**src/rtl/cpu_reg_pkg.sv**
```systemverilog
// Shared types and constants for the register and status unit.
// Assumes an 8-bit status byte and byte-granular partial writes.
package cpu_reg_pkg;

    typedef enum logic [2:0] {
        SEL_A     = 3'd0,
        SEL_X     = 3'd1,
        SEL_Y     = 3'd2,
        SEL_SP    = 3'd3,
        SEL_DP    = 3'd4,
        SEL_DBANK = 3'd5,
        SEL_PBANK = 3'd6,
        SEL_NONE  = 3'd7
    } reg_sel_e;

    localparam int FLG_C = 0;
    localparam int FLG_Z = 1;
    localparam int FLG_I = 2;
    localparam int FLG_D = 3;
    localparam int FLG_X = 4;
    localparam int FLG_M = 5;
    localparam int FLG_V = 6;
    localparam int FLG_N = 7;

    localparam logic [7:0] PS_FORCE_ON  = (8'h1 << FLG_I) | (8'h1 << FLG_M) | (8'h1 << FLG_X);
    localparam logic [7:0] PS_FORCE_OFF = (8'h1 << FLG_D);

endpackage

```
**src/rtl/crs_status.sv**
```systemverilog
// Status byte: whole loads, clear/set masks, Z/N update, flag test.
// Assumes nz_en is only raised together with a register write.
module crs_status
    import cpu_reg_pkg::*;
#(
    parameter int DW = 16
) (
    input  logic          clk,
    input  logic          rst_n,
    input  logic          warm_rst,
    input  logic          ps_we,
    input  logic [7:0]    ps_data,
    input  logic [7:0]    flg_clr,
    input  logic [7:0]    flg_set,
    input  logic          nz_en,
    input  logic          nz_byte,
    input  logic [DW-1:0] nz_val,
    input  logic [7:0]    test_mask,
    output logic [7:0]    p_q,
    output logic [7:0]    p_next,
    output logic          test_hit
);

    logic [DW-1:0] nz_view;
    logic          nz_zero;
    logic          nz_neg;

    // Width-select the value feeding the zero/negative update.
    always_comb begin
        nz_view = nz_byte ? {{(DW-8){1'b0}}, nz_val[7:0]} : nz_val;
        nz_zero = (nz_view == '0);
        nz_neg  = nz_byte ? nz_val[7] : nz_val[DW-1];
    end

    // Next status: warm reset, whole load, or clear-set-then-Z/N.
    always_comb begin
        p_next = p_q;
        if (warm_rst) begin
            p_next = (p_q | PS_FORCE_ON) & ~PS_FORCE_OFF;
        end else if (ps_we) begin
            p_next = ps_data;
        end else begin
            p_next = (p_q & ~flg_clr) | flg_set;
            if (nz_en) begin
                p_next[FLG_Z] = nz_zero;
                p_next[FLG_N] = !nz_zero && nz_neg;
            end
        end
    end

    // Status register with power-on value.
    always_ff @(posedge clk) begin
        if (!rst_n) p_q <= PS_FORCE_ON;
        else        p_q <= p_next;
    end

    // Flag test is a pure read of the stored byte.
    assign test_hit = ((p_q & test_mask) == test_mask);

    AST_NZ_NOT_BOTH: assert property (@(posedge clk) disable iff (!rst_n)
        (nz_en && !ps_we && !warm_rst) |=> !(p_q[FLG_Z] && p_q[FLG_N]));
    AST_LOAD_WINS: assert property (@(posedge clk) disable iff (!rst_n)
        (ps_we && !warm_rst) |=> (p_q == $past(ps_data)));
    AST_WARM_FLAGS: assert property (@(posedge clk) disable iff (!rst_n)
        warm_rst |=> (p_q[FLG_I] && p_q[FLG_M] && p_q[FLG_X] && !p_q[FLG_D]));

endmodule

```
**src/rtl/crs_gpr.sv**
```systemverilog
// Accumulator and index registers with byte-write merge and index truncation.
// Assumes idx8_next is the status X bit that the same edge will store.
module crs_gpr
    import cpu_reg_pkg::*;
#(
    parameter int DW = 16
) (
    input  logic          clk,
    input  logic          rst_n,
    input  logic          warm_rst,
    input  logic          wr_en,
    input  reg_sel_e      wr_sel,
    input  logic          wr_byte,
    input  logic [DW-1:0] wr_data,
    input  logic          idx8_next,
    input  logic          idx8_q,
    output logic [DW-1:0] a_q,
    output logic [DW-1:0] x_q,
    output logic [DW-1:0] y_q
);

    localparam int NREG = 3;

    for (genvar i = 0; i < NREG; i++) begin : g_reg
        localparam bit IS_INDEX = (i != 0);
        logic [DW-1:0] q;
        logic [DW-1:0] nxt;

        // Merge the write, then apply the index width rule.
        always_comb begin
            nxt = q;
            if (warm_rst) begin
                if (IS_INDEX) nxt = {{(DW-8){1'b0}}, q[7:0]};
            end else if (wr_en && (wr_sel == reg_sel_e'(i))) begin
                nxt = wr_byte ? {q[DW-1:8], wr_data[7:0]} : wr_data;
            end
            if (IS_INDEX && idx8_next) nxt[DW-1:8] = '0;
        end

        // Register storage, zero at power-on.
        always_ff @(posedge clk) begin
            if (!rst_n) q <= '0;
            else        q <= nxt;
        end
    end

    assign a_q = g_reg[0].q;
    assign x_q = g_reg[1].q;
    assign y_q = g_reg[2].q;

    AST_IDX_HIGH_CLEAR: assert property (@(posedge clk) disable iff (!rst_n)
        idx8_q |-> (x_q[DW-1:8] == '0 && y_q[DW-1:8] == '0));
    AST_BYTE_KEEPS_HIGH: assert property (@(posedge clk) disable iff (!rst_n)
        (wr_en && wr_sel == SEL_A && wr_byte && !warm_rst) |=> (a_q[DW-1:8] == $past(a_q[DW-1:8])));

endmodule

```
**src/rtl/crs_stack.sv**
```systemverilog
// Stack pointer with the page-one rule applied while emulation mode is on.
// Assumes emu_next is the emulation flag that the same edge will store.
module crs_stack
    import cpu_reg_pkg::*;
#(
    parameter int DW = 16
) (
    input  logic          clk,
    input  logic          rst_n,
    input  logic          warm_rst,
    input  logic          wr_sp,
    input  logic          wr_byte,
    input  logic [DW-1:0] wr_data,
    input  logic          emu_next,
    input  logic          emu_q,
    output logic [DW-1:0] sp_q
);

    localparam logic [DW-9:0] PAGE_ONE = {{(DW-9){1'b0}}, 1'b1};
    localparam logic [DW-1:0] SP_POWER = {PAGE_ONE, 8'hFF};

    logic [DW-1:0] raw;
    logic [DW-1:0] nxt;

    // Pick the candidate value, then pin it when emulation is on.
    always_comb begin
        raw = sp_q;
        if (!warm_rst && wr_sp) raw = wr_byte ? {sp_q[DW-1:8], wr_data[7:0]} : wr_data;
        nxt = emu_next ? {PAGE_ONE, raw[7:0]} : raw;
    end

    // Stack pointer storage.
    always_ff @(posedge clk) begin
        if (!rst_n) sp_q <= SP_POWER;
        else        sp_q <= nxt;
    end

    AST_SP_PAGE_ONE: assert property (@(posedge clk) disable iff (!rst_n)
        emu_q |-> (sp_q[DW-1:8] == PAGE_ONE));

endmodule

```
**src/rtl/cpu_reg_status.sv**
```systemverilog
// Top: register and status unit of a dual-mode CPU core.
// Holds mode flag, direct page, banks and cycle counter; routes the write port.
// Assumes at most one register write per cycle on the shared write port.
module cpu_reg_status
    import cpu_reg_pkg::*;
#(
    parameter int DW     = 16,
    parameter int BANK_W = 8,
    parameter int CYC_W  = 32
) (
    input  logic              clk,
    input  logic              rst_n,
    input  logic              warm_rst,
    input  logic              wr_en,
    input  logic [2:0]        wr_sel,
    input  logic              wr_byte,
    input  logic              wr_nz,
    input  logic [DW-1:0]     wr_data,
    input  logic              ps_we,
    input  logic [7:0]        ps_data,
    input  logic [7:0]        flg_clr,
    input  logic [7:0]        flg_set,
    input  logic              emu_we,
    input  logic              emu_data,
    input  logic [7:0]        test_mask,
    output logic              test_hit,
    output logic [DW-1:0]     a_q,
    output logic [DW-1:0]     x_q,
    output logic [DW-1:0]     y_q,
    output logic [DW-1:0]     sp_q,
    output logic [DW-1:0]     dp_q,
    output logic [BANK_W-1:0] dbank_q,
    output logic [BANK_W-1:0] pbank_q,
    output logic [7:0]        ps_q,
    output logic              emu_q,
    output logic [CYC_W-1:0]  cyc_q
);

    reg_sel_e   sel;
    logic       emu_next;
    logic [7:0] p_next;
    logic       wr_live;

    assign sel     = reg_sel_e'(wr_sel);
    assign wr_live = wr_en && !warm_rst;

    // Emulation flag: forced on by warm reset, else written on strobe.
    always_comb begin
        emu_next = emu_q;
        if (warm_rst)    emu_next = 1'b1;
        else if (emu_we) emu_next = emu_data;
    end

    // Mode flag, direct page and bank registers.
    always_ff @(posedge clk) begin
        if (!rst_n || warm_rst) begin
            emu_q   <= 1'b1;
            dp_q    <= '0;
            dbank_q <= '0;
            pbank_q <= '0;
        end else begin
            emu_q <= emu_next;
            if (wr_live && sel == SEL_DP)
                dp_q <= wr_byte ? {dp_q[DW-1:8], wr_data[7:0]} : wr_data;
            if (wr_live && sel == SEL_DBANK) dbank_q <= wr_data[BANK_W-1:0];
            if (wr_live && sel == SEL_PBANK) pbank_q <= wr_data[BANK_W-1:0];
        end
    end

    // Free-running cycle counter, cleared by either reset.
    always_ff @(posedge clk) begin
        if (!rst_n || warm_rst) cyc_q <= '0;
        else                    cyc_q <= cyc_q + {{(CYC_W-1){1'b0}}, 1'b1};
    end

    crs_status #(.DW(DW)) u_status (
        .clk       (clk),
        .rst_n     (rst_n),
        .warm_rst  (warm_rst),
        .ps_we     (ps_we),
        .ps_data   (ps_data),
        .flg_clr   (flg_clr),
        .flg_set   (flg_set),
        .nz_en     (wr_en && wr_nz),
        .nz_byte   (wr_byte),
        .nz_val    (wr_data),
        .test_mask (test_mask),
        .p_q       (ps_q),
        .p_next    (p_next),
        .test_hit  (test_hit)
    );

    crs_gpr #(.DW(DW)) u_gpr (
        .clk       (clk),
        .rst_n     (rst_n),
        .warm_rst  (warm_rst),
        .wr_en     (wr_en),
        .wr_sel    (sel),
        .wr_byte   (wr_byte),
        .wr_data   (wr_data),
        .idx8_next (p_next[FLG_X]),
        .idx8_q    (ps_q[FLG_X]),
        .a_q       (a_q),
        .x_q       (x_q),
        .y_q       (y_q)
    );

    crs_stack #(.DW(DW)) u_stack (
        .clk      (clk),
        .rst_n    (rst_n),
        .warm_rst (warm_rst),
        .wr_sp    (wr_en && sel == SEL_SP),
        .wr_byte  (wr_byte),
        .wr_data  (wr_data),
        .emu_next (emu_next),
        .emu_q    (emu_q),
        .sp_q     (sp_q)
    );

    AST_WARM_STATE: assert property (@(posedge clk) disable iff (!rst_n)
        warm_rst |=> (emu_q && dp_q == '0 && dbank_q == '0 && pbank_q == '0));
    AST_CYC_STEP: assert property (@(posedge clk) disable iff (!rst_n)
        !warm_rst |=> (cyc_q == $past(cyc_q) + {{(CYC_W-1){1'b0}}, 1'b1}));

endmodule

```
**config.mk**
```make
export PLATFORM = sky130hd
export DESIGN_NAME = cpu_reg_status
export DESIGN_NICKNAME = d
export VERILOG_FILES = /design/src/rtl/cpu_reg_pkg.sv /design/src/rtl/crs_status.sv /design/src/rtl/crs_gpr.sv /design/src/rtl/crs_stack.sv /design/src/rtl/cpu_reg_status.sv
export SDC_FILE = /design/constraint.sdc
export NUM_CORES = 1
export LEC_CHECK = 0
export CORE_MARGIN = 5
export CORE_UTILIZATION = 40
export CTS_BUF_LIST = sky130_fd_sc_hd__clkbuf_8
export CTS_CLUSTER_DIAMETER = 100
export CTS_CLUSTER_SIZE = 30
export DETAILED_ROUTE_END_ITERATION = 7
export MAX_ROUTING_LAYER = met4
export PLACE_DENSITY = 0.72
export SYNTH_ARGS = -nofsm -noshare
export SYNTH_HDL_FRONTEND = slang
export SYNTH_SLANG_ARGS = --single-unit
```
**constraint.sdc**
```tcl
create_clock -name clk -period 3.6 [get_ports clk]
set_input_delay 1.08 -clock clk [delete_from_list [all_inputs] [get_ports clk]]
set_output_delay 1.08 -clock clk [all_outputs]
set_load 0.03 [all_outputs]
```
Word-level counts from Yosys, hierarchy flattened
Index checks and enable logic that the tools add are counted. Widths: inputs -> output; s select.

Input bits: 60. Flip-flop bits (word level): 137. Logic and storage cells: 70. Output and inout bits: 138.

Bitwise gates (word level): 7. Reductions and logical operators: 28. Muxes and demuxes: 10. Add/sub/neg operators: 1. Equality and inequality tests: 7.

Operators with widths (count): $mux 16 (3); $add 32x1->32 const B (1); $and 8x8->8 (2); $logic_not 16->1 (1); $reduce_and 2->1 (7); $logic_and 1x1->1 (11); $eq 3x3->1 const B (3); $eq 8x8->1 (1); $mux 8 (1); $not 8->8 (1); $or 8x8->8 (1); $eq 3x2->1 const B (2); $mux 1 (5); $mux 5 (1); $reduce_or 2->1 (2); $eq 3x1->1 const B (1); $logic_not 1->1 (3); $logic_not 3->1 (1); $not 1->1 (3); $reduce_and 3->1 (1); $reduce_or 3->1 (1); $logic_or 1x1->1 (1).

Depth between registers and ports, before layout
Depth in word-level cells: 8. Gate-level depth with buffers: 7. Depth with buffers taken out: 5.

By module
From an unflattened synthesis, not the netlist that was laid out.

Cells, all modules: 661. Area, all modules: 5943.2 µm².

By module, submodules not included: cpu_reg_status (cells an instance 317, area an instance 2683.8 µm², times used 1, seq. area each 1301.2 µm²); crs_gpr (cells an instance 189, area an instance 1891.8 µm², times used 1, seq. area each 960.9 µm²); crs_stack (cells an instance 72, area an instance 730.7 µm², times used 1, seq. area each 320.3 µm²); crs_status (cells an instance 83, area an instance 636.9 µm², times used 1, seq. area each 160.2 µm²).

Least setup slack after synthesis
OpenSTA, ideal clock, no wires.

Path kind: input to output. From: in test_mask[1]. To: out test_hit. Required time: 2520 ps. Data arrival time: 2081 ps. Path buffers: 0. Setup slack: 439 ps. Cell stages on the path: 3. Cell sequence: a22oi_1 > o221ai_1 > nor3_1.

Longest elaborated chain between the ends: 2.

RTL lines: start, declared (RTL line cpu_reg_status.sv:25) `input logic [7:0] test_mask,`; $and 8x8->8 (RTL line crs_status.sv:58) `assign test_hit = ((p_q & test_mask) == test_mask);`; $eq 8x8->1 * (RTL line crs_status.sv:58); end, declared (RTL line cpu_reg_status.sv:26) `output logic test_hit,`.

Every way passes the cells marked *; elsewhere a longest branch is shown, timed or not.

Final worst setup path
Ends and elaborated chain as after synthesis.

==> parameters.txt <==
Parameter                              Value

Yosys
  Yosys warning total    0
  Distinct cells, synth    46
  Most used flip-flop cell after synthesis    dfxtp_1
  Synth top area cells    dfxtp_1 (49%), mux2i_1 (6.6%), nand2_1 (6.0%), nand3_1 (4.6%), a21oi_1 (4.4%)
  Top cells by count, synth    dfxtp_1 (137), nand2_1 (90), nand3_1 (52)
  Fraction of synthesized cell area taken by the top area cell type    48.7%
  Net count after synthesis    718
  Most used standard cell by instance count after synthesis    dfxtp_1
  Register bit count reported by yosys    137
  Fraction of the yosys area taken by sequential cells    48.7%
  Per-instance average area after synthesis    8.57 um^2
  Largest area contributor in the netlist    dfxtp_1
  Share of flip-flops with an asynchronous set or reset    0%
  Count of mapped cells out of synthesis    657
  Synthesized area    5630 um^2
  Number of enable-type register cells in the synthesized netlist    0

Route
  Average wire length per cell after detail routing    17.1 um
  Total wire length    17800 um
  Number of antenna-violating nets in the routed design    0
  1st-iter DRT viols    357
  DRC violations left    0
  Overall via count from detail_route    5399
  Average vias per placed instance    5.21
  Total iterations of the first detailed-routing run    4

Power and ir drop
  Peak supply drop    235 uV
  Leak pwr    2.81 nW
  Pwr Density    367 nW/um^2

GRT
  Via count of the first global-routing pass    5319
  Antenna violations before repair    0
  Total global routing overflow    0
  Tot GR Track Use    21.8%
  Largest net degree at the start of global routing    44
  Global-route wire length before repair    27600 um

Timing
  Time the worst path needs with I/O delays and setup    3.44 ns
  Worst clock skew    0.00622 ns
  Unrepaired setup endpoints after global routing    false
  Slew at the pin closest to its max-slew limit    1.19 ns
  Total setup violations reported at the end of the flow    0
  Fmax    290 MHz
  Relative slew slack    20.3%
  Final hold slack    0.458 ns
  Ratio of final minimum period to clock period    95.6%
  Final WS setup    0.157 ns
  Endpoints failing hold    0
  Accumulated negative setup slack    0 ns
  Count of pins over their slew limit    0

Layout
  Antenna cells    0
  Final instance count without filler cells    1036
  Proportion of layout cells with a drive suffix above 1    7.13%
  Final Instance Area    8150 um^2
  NumNets Final    905
  Relative area change from synthesis to final layout    44.8%

Run
  Number of max-cap violations    0

Clock tree
  Post_cts resized    0
  Deepest clock path buffer count    2
  Clock buffer count from CTS    17
  Buffer cell driving the clock tree root    clkbuf_8
  Reg clk slew, reported paths    0.08 ns
  Hold buffers post-CTS    0
  CTS H-tree depth    4
  Clock Latency Late Sink    0.44 ns
  Clock tree from TritonCTS    built
  Clock sink count    137
  # Post-CTS Setup Buffers    0

Place
  Port Buffer Count    197
  Cell Count Post-Placement    1005
  Final HPWL from detailed placement    13000 um
  Worst setup timing slack at the placement stage    0.150 ns
  GPL Wtd Cong    0.858
  Instance area after placement    7780 um^2

Outcome
  Outcome    finished, final reports clean

Critical path
  CP peak stage delay    0.41 ns
  CP Capture Type    output port
  Crit start category    input pin
  Worst setup path class    input pin to output port
  Max stage delay cell, worst path    clkdlybuf4s50_1
  Buffers plus inverters on the worst setup path    2
  Cell type group with the largest total delay on the critical path    buffers and inverters
  Critical Path, Cell by Cell    clkdlybuf4s50_1 > a22oi_1 > o221ai_1 > nor3_1 > buf_4
  Worst Path Required    2.52 ns
  Worst setup slack for register-to-register paths    1.27 ns
  Arrival time at the worst endpoint    2.36 ns
  Critical-path maximum fanout    1

Floorplan
  Rows    43
  Placeable core region    13800 um^2
  Count of boundary I/O pins    198
  Horizontal die dimension    129 um
  Effective utilization at floorplan    40.7%
  Vertical extent of the die    129 um
  Die Outline Area    16500 um^2

Hold path
  Worst min-delay path category    flop to flop
cell usage in the layout (no fill, tap or decap), drive strengths merged, types with 6 or more instances in the layout:
cell type and count:
o21ai 43, a21boi 24, or3 10, a21oi 50, inv 21, nor3 9, buf 21, or4 10
clkbuf 21, o31ai 7, mux2i 37, nand2 90, clkdlybuf4s50 196, nor2 37, nor2b 18, nand3 53
xnor2 6, nor4 6, dfxtp 137
state kept, by name, summed over array words and instances, names as in the netlist:
signal / count
cyc_q: 32
dbank_q: 8
dp_q: 16
emu_q: 1
pbank_q: 8
u_gpr.a_q: 16
u_gpr.x_q: 16
u_gpr.y_q: 16
u_stack.sp_q: 16
u_status.p_q: 8
cell type report:
type                            instances  area (um^2)
Clock buffer                           21          289
Clock inverter                         10         77.6
Fill cell                            1211         5680
Inverter                               19         71.3
Multi-Input combinational cell        452         2610
Sequential cell                       137         2740
Tap cell                              180          225
Timing Repair Buffer                  217         2130
tightest hold or removal path, stage by stage, from the launching register on:
cell     delay [ns]
dfxtp_1        0.31
nand2_1        0.05
a21oi_1        0.05
routing by layer:
layer | up-vias | wire length (um) | GRT usage, %
met2 | 175 | 8780 | 36.4
li1 | 2650 | - | -
met1 | 2553 | 7310 | 25.4
met5 | - | 0 | -
met3 | 21 | 1330 | 5.56
met4 | 0 | 327 | 7.78
power by group:
| part | internal, mW | switching, mW |
|---|---|---|
| sequential | 1.53 | 0.0116 |
| combinational | 0.126 | 0.148 |
| clock | 0.604 | 0.570 |
kinds of logic (layout without fill, tap and decap cells):
group / count (synthesis) / in the layout / synth area share [%]
and+or+nand+nor: 259 / 259 / 22.6
AOI/OAI and AO/OA: 147 / 147 / 15.6
DFF: 137 / 137 / 48.7
buffers and inverters: 68 / 267 / 4.93
muxes: 37 / 37 / 6.58
xor gates and xnor gates: 8 / 8 / 1.24
adders and majority gates: 1 / 1 / 0.222
per-stage QoR:
step | util, % | power [mW]
finish | 58.9 | 2.99
detailed placement | 56.3 | 1.85
floorplan | - | 1.70
global placement | 56.3 | 1.85
CTS | 58.9 | 3.02
global route | 58.9 | 3.11
worst paths after layout:
path,startpoint,depth (start not counted),end
setup reg to reg,cyc_q[0],5,cyc_q[26]
setup / recovery,test_mask[1],5,test_hit
hold reg to reg,u_gpr.x_q[13],2,u_gpr.x_q[13]
hold / removal,u_gpr.x_q[13],2,u_gpr.x_q[13]
Note: power is estimated with default switching activity, not from simulation.
